### config.mk
export PLATFORM = sky130hd
export DESIGN_NAME = lsu_align
export DESIGN_NICKNAME = d
export VERILOG_FILES = /design/src/rtl/lsu_pkg.sv /design/src/rtl/lsu_ctrl.sv /design/src/rtl/lsu_datapath.sv /design/src/rtl/lsu_align.sv
export SDC_FILE = /design/constraint.sdc
export NUM_CORES = 1
export LEC_CHECK = 0
export BUFFER_PORTS_ARGS = -buffer_cell sky130_fd_sc_hd__buf_2
export CORE_MARGIN = 4
export CORE_UTILIZATION = 35
export CTS_BUF_LIST = sky130_fd_sc_hd__clkbuf_4
export CTS_CLUSTER_SIZE = 20
export DETAILED_ROUTE_END_ITERATION = 16
export GPL_TIMING_DRIVEN = 0
export PLACE_DENSITY = 0.76
export SYNTH_ARGS = -nofsm -noshare
export SYNTH_HDL_FRONTEND = slang
export SYNTH_SLANG_ARGS = --single-unit
### constraint.sdc
create_clock -name clk -period 7.4 [get_ports clk]
set_input_delay 1.85 -clock clk [delete_from_list [all_inputs] [get_ports clk]]
set_output_delay 1.85 -clock clk [all_outputs]
set_load 0.02 [all_outputs]
### src/rtl/lsu_pkg.sv
package lsu_pkg;
  localparam int DATA_W = 64;
  localparam int ADDR_W = 64;
  localparam int DISP_W = 16;
  localparam int LANES  = DATA_W / 8;
  localparam int LANE_W = $clog2(LANES);

  typedef enum logic [1:0] {
    SZ_BYTE  = 2'd0,
    SZ_HALF  = 2'd1,
    SZ_WORD  = 2'd2,
    SZ_DWORD = 2'd3
  } accSize_e;

  // request-cycle strobes from control to datapath
  typedef struct packed {
    logic              storeStrobe;
    logic [LANE_W-1:0] laneBase;
    logic [LANES-1:0]  laneMask;
  } reqStrobe_t;

  // registered attributes of an accepted load
  typedef struct packed {
    logic              valid;
    logic              unsignedLd;
    accSize_e          size;
    logic [LANE_W-1:0] laneBase;
  } ldStrobe_t;
endpackage

### src/rtl/lsu_ctrl.sv
module lsu_ctrl
  import lsu_pkg::*;
(
  input  logic              clk,
  input  logic              rstN,
  input  logic              reqValid,
  input  logic              reqStore,
  input  accSize_e          reqSize,
  input  logic              reqUnsigned,
  input  logic              bigEndian,
  input  logic [LANE_W-1:0] laneOffset,
  output reqStrobe_t        reqCtrl,
  output ldStrobe_t         ldCtrl,
  output logic              misalignFault
);
  logic [LANE_W-1:0] sizeMask;
  logic [LANE_W-1:0] laneBase;
  logic [LANES-1:0]  countMask;
  logic              misaligned;
  logic              loadStrobe;

  always_comb begin
    sizeMask = LANE_W'((1 << int'(reqSize)) - 1);
    for (int l = 0; l < LANES; l++) begin
      countMask[l] = (l < (1 << int'(reqSize)));
    end
  end

  assign misaligned    = |(laneOffset & sizeMask);
  assign misalignFault = reqValid && misaligned;
  // mirrored lane index for big-endian: first lane = lanes - bytes - offset
  assign laneBase      = bigEndian ? (~laneOffset & ~sizeMask) : laneOffset;
  assign loadStrobe    = reqValid && !reqStore && !misaligned;

  assign reqCtrl.storeStrobe = reqValid && reqStore && !misaligned;
  assign reqCtrl.laneBase    = laneBase;
  assign reqCtrl.laneMask    = countMask << laneBase;

  always_ff @(posedge clk) begin
    if (!rstN) begin
      ldCtrl <= '0;
    end else begin
      ldCtrl.valid      <= loadStrobe;
      ldCtrl.unsignedLd <= reqUnsigned;
      ldCtrl.size       <= reqSize;
      ldCtrl.laneBase   <= laneBase;
    end
  end

  p_fault_blocks_load_r5: assert property (@(posedge clk) disable iff (!rstN)
    (reqValid && !reqStore && misalignFault) |=> !ldCtrl.valid);

  p_byte_never_faults_r2: assert property (@(posedge clk) disable iff (!rstN)
    (reqValid && reqSize == SZ_BYTE) |-> !misalignFault);
endmodule

### src/rtl/lsu_datapath.sv
module lsu_datapath
  import lsu_pkg::*;
(
  input  logic              clk,
  input  logic              rstN,
  input  logic [ADDR_W-1:0] baseAddr,
  input  logic [DISP_W-1:0] dispImm,
  input  logic [DATA_W-1:0] storeData,
  input  logic [DATA_W-1:0] memRdata,
  input  reqStrobe_t        reqCtrl,
  input  ldStrobe_t         ldCtrl,
  output logic [ADDR_W-1:0] effAddr,
  output logic [LANE_W-1:0] laneOffset,
  output logic [LANES-1:0]  memByteEn,
  output logic [DATA_W-1:0] memWdata,
  output logic              loadValid,
  output logic [DATA_W-1:0] loadData
);
  logic [DATA_W-1:0] shiftedStore;
  logic [DATA_W-1:0] rawLoad;
  logic [DATA_W-1:0] extLoad;

  assign effAddr    = baseAddr + {{(ADDR_W-DISP_W){dispImm[DISP_W-1]}}, dispImm};
  assign laneOffset = effAddr[LANE_W-1:0];

  assign shiftedStore = storeData << {reqCtrl.laneBase, 3'b000};
  assign memByteEn    = reqCtrl.storeStrobe ? reqCtrl.laneMask : '0;

  for (genvar l = 0; l < LANES; l++) begin : g_lane
    assign memWdata[8*l +: 8] = memByteEn[l] ? shiftedStore[8*l +: 8] : 8'h00;
  end

  assign rawLoad = memRdata >> {ldCtrl.laneBase, 3'b000};

  always_comb begin
    unique case (ldCtrl.size)
      SZ_BYTE:  extLoad = {{(DATA_W-8){rawLoad[7] & ~ldCtrl.unsignedLd}},  rawLoad[7:0]};
      SZ_HALF:  extLoad = {{(DATA_W-16){rawLoad[15] & ~ldCtrl.unsignedLd}}, rawLoad[15:0]};
      SZ_WORD:  extLoad = {{(DATA_W-32){rawLoad[31] & ~ldCtrl.unsignedLd}}, rawLoad[31:0]};
      default:  extLoad = rawLoad;
    endcase
  end

  assign loadValid = ldCtrl.valid;
  assign loadData  = ldCtrl.valid ? extLoad : '0;

  p_zero_fill_byte_r8: assert property (@(posedge clk) disable iff (!rstN)
    (loadValid && ldCtrl.unsignedLd && ldCtrl.size == SZ_BYTE) |-> (loadData[DATA_W-1:8] == '0));

  p_enables_only_on_store_r10: assert property (@(posedge clk) disable iff (!rstN)
    !reqCtrl.storeStrobe |-> (memByteEn == '0 && memWdata == '0));
endmodule

### src/rtl/lsu_align.sv
module lsu_align
  import lsu_pkg::*;
(
  input  logic              clk,
  input  logic              rstN,
  input  logic              reqValid,
  input  logic              reqStore,
  input  logic [1:0]        reqSize,
  input  logic              reqUnsigned,
  input  logic              bigEndian,
  input  logic [ADDR_W-1:0] baseAddr,
  input  logic [DISP_W-1:0] dispImm,
  input  logic [DATA_W-1:0] storeData,
  input  logic [DATA_W-1:0] memRdata,
  output logic [ADDR_W-1:0] effAddr,
  output logic [LANES-1:0]  memByteEn,
  output logic [DATA_W-1:0] memWdata,
  output logic              misalignFault,
  output logic              loadValid,
  output logic [DATA_W-1:0] loadData
);
  reqStrobe_t        reqCtrl;
  ldStrobe_t         ldCtrl;
  logic [LANE_W-1:0] laneOffset;

  lsu_ctrl u_ctrl (
    .clk          (clk),
    .rstN         (rstN),
    .reqValid     (reqValid),
    .reqStore     (reqStore),
    .reqSize      (accSize_e'(reqSize)),
    .reqUnsigned  (reqUnsigned),
    .bigEndian    (bigEndian),
    .laneOffset   (laneOffset),
    .reqCtrl      (reqCtrl),
    .ldCtrl       (ldCtrl),
    .misalignFault(misalignFault)
  );

  lsu_datapath u_dp (
    .clk       (clk),
    .rstN      (rstN),
    .baseAddr  (baseAddr),
    .dispImm   (dispImm),
    .storeData (storeData),
    .memRdata  (memRdata),
    .reqCtrl   (reqCtrl),
    .ldCtrl    (ldCtrl),
    .effAddr   (effAddr),
    .laneOffset(laneOffset),
    .memByteEn (memByteEn),
    .memWdata  (memWdata),
    .loadValid (loadValid),
    .loadData  (loadData)
  );

  p_fault_zero_enables_r5: assert property (@(posedge clk) disable iff (!rstN)
    misalignFault |-> (memByteEn == '0));

  p_enable_count_r3: assert property (@(posedge clk) disable iff (!rstN)
    (reqValid && reqStore && !misalignFault) |-> ($countones(memByteEn) == (1 << reqSize)));

  p_load_next_cycle_r6: assert property (@(posedge clk) disable iff (!rstN)
    (reqValid && !reqStore && !misalignFault) |=> loadValid);

  p_no_spurious_load_r6: assert property (@(posedge clk) disable iff (!rstN)
    !(reqValid && !reqStore) |=> !loadValid);
endmodule

==> qor.txt <==
Hold WC Path Type - in -> reg
drt drc - 0
sequential share of the synthesized area - 1.72%
top cells by count, synth - nand2_1 (216), a21oi_1 (172), nor2_1 (163)
fill count - 2,524
top sig layer - met5
Max IR drop VDD - 0.0543 mV
Synth Flop Type - dfxtp_1
Max-Cap Viols - 0
chip width - 161 um
maximum buffer depth of the clock tree - 2
CTS H-tree lvls - 1
max-slew violations - 0
largest net degree at the start of global routing - 50
total clock sinks - 7
Layout Nets - 2,023
Die Y-Extent - 161 um
first-pass GRT wire length - 66,200 um
Critical Path Fanout Max - 10
CP required - 5550 ps
fraction of registers with async set/reset - 0%
# rows - 55
Fmax - 139 MHz
Static Leak - 5.47 nW
max reg flops - 7
post-CTS setup buffer count - 0
number of synthesized flops with an enable pin - 0
startpoint type of the worst setup path - primary input
Starting Density - 35.8%
Avg Cell Area, Syn - 6.18 um2
Critical Path AT - 5320 ps
top cells by area, synth - a21oi_1 (11%), ha_1 (10%), nand2_1 (9.9%)
Via density - 5.86
Largest regs - u_ctrl.ldCtrl (7)
vias in the first global route - 11,600
total grt overflow - 0
WL/cell - 21.8 um
CP endpoint kind - output port
wl on met1 - 18,100 um
setup TNS - 0 ps
Final Critical Period - 7170 ps
synth-to-layout area growth - 31.1%
Tot GR Track Use - 31.7%
initial DRC count - 1,280
met3 wire length - 3930 um
Synthesized Nets - 1,602
Mapped Area - 8160 um2
status - completed
relative slew slack - 34.0%
Pwr Density - 118 nW/um2
dpl hpwl - 37,400 um
GPL Wtd Cong - 1.02
Yosys Warn Count - 0
period utilization - 96.9%
post-synth cell types - 68
Placed Area - 10,600 um2
drt pass-1 iters - 8
final setup fails - 0
CTS buffer count - 3
WL met2 - 20,500 um
CP Class - in -> out
Top reg by flops - u_ctrl.ldCtrl
Port-buffer cells - 416
Final Hold Fails - 0
vias after detailed routing - 12,100
most frequent cell after synthesis - nand2_1
post-synth top area cell - a21oi_1
initial antenna violation count - 8
Placed Cells - 2,049
fraction of layout cells with a size suffix above 1 - 28.3%
Slew @ Worst Pin - 983 ps
Routed Antenna Nets - 0
clock transition at the registers of the reported paths - 50 ps
I/O pin total - 418
final wirelength - 44,900 um
CORE AREA - 22,800 um2
Final Non-Filler Cells - 2,058
CTS tree - built
top-area cell type share of the netlist area - 10.5%
Yosys reg bits - 7
Root Buffer - clkbuf_4
Cells after Synth - 1,320
RSZ-0062 raised after global routing - false
full die area - 25,800 um2
final instance area - 10,700 um2
path summary, 6_finish.rpt:
| kind | cells after the start | slack (ps) | start | to |
|---|---|---|---|---|
| worst max-delay path | 13 | 230 | dispImm[0] | memWdata[63] |
| worst min-delay path | 2 | 1820 | reqUnsigned | u_ctrl.ldCtrl[5] |
what timing repair did:
item | CTS | global route
hold buffers | 0 | 0
gates resized for setup | 1 | 5
endpoints found under the setup margin | 1 | 16
per-layer routing:
layer,vias up,GRT usage [%]
li1,5613,-
met1,5524,40.1
met4,6,14.4
met3,129,4.82
met5,-,0
met2,792,53.3
power breakdown:
| part | total [mW] | switching, mW | leakage [nW] | internal, mW |
|---|---|---|---|---|
| Clock | 0.0362 | 0.0121 | 0.0184 | 0.0241 |
| Combinational | 1.18 | 0.777 | 5.39 | 0.408 |
| Sequential | 0.0419 | 0.00157 | 0.0579 | 0.0403 |
per-stage QoR:
| stage | utilization (%) | worst slack [ps] | hold slack, ps | total power [mW] |
|---|---|---|---|---|
| global placement | 46.7 | 26.3 | 2070 | 1.20 |
| finish | 47.0 | 229 | 1820 | 1.26 |
| CTS | 46.9 | 124 | 1810 | 1.24 |
| global route | 47.0 | 56.2 | 1810 | 1.35 |
| floorplan | - | 770 | 1970 | 0.794 |
| detailed placement | 46.7 | 13.4 | 2070 | 1.19 |
critical path, stage by stage:
cell,delay [ps]
buf_2,80
ha_1,160
inv_1,60
fa_1,590
nand3_1,130
o21ai_1,250
clkbuf_1,500
clkbuf_2,430
clkbuf_1,430
a21oi_1,220
a21oi_1,330
nor2_1,70
buf_2,200
cell families (layout without fill, tap and decap cells):
logic type                 Yosys count  count (layout)  synth area share (%)
buffers and inverters              130             550                  6.48
AOI/OAI and AO/OA                  445             445                  35.1
other                                0               5                     0
muxes                               74              74                  10.4
and+or+nand+nor                    535             535                  29.3
adders and majority gates           66              66                  10.2
xor gates and xnor gates            63              63                  6.76
DFF                                  7               7                  1.72
final cells by class:
class                   instances  area (um2)  share of cell area (%)
clock buffers                   4        30.0                   0.281
multi-input cells            1183        7510                    70.2
well taps                     313         392                    3.66
repair buffers                416        2080                    19.5
flip-flops and latches          7         140                    1.31
inverters                      29         109                    1.02
diodes                          5        12.5                   0.117
plain buffers                 101         422                    3.94
layout by cell type (no fill, tap or decap), types with 23 or more instances in the layout:
master and count:
a21o_1 37, nor2_1 163, o21ai_0 51, nand3_1 25
a21oi_1 171, clkbuf_1 62, mux2i_1 48, a211oi_1 31
xor2_1 25, inv_1 29, nor2b_1 23, xnor2_1 37
nand2_1 216, buf_2 441, ha_1 65
No activity file was read; power rests on OpenSTA's default activity.
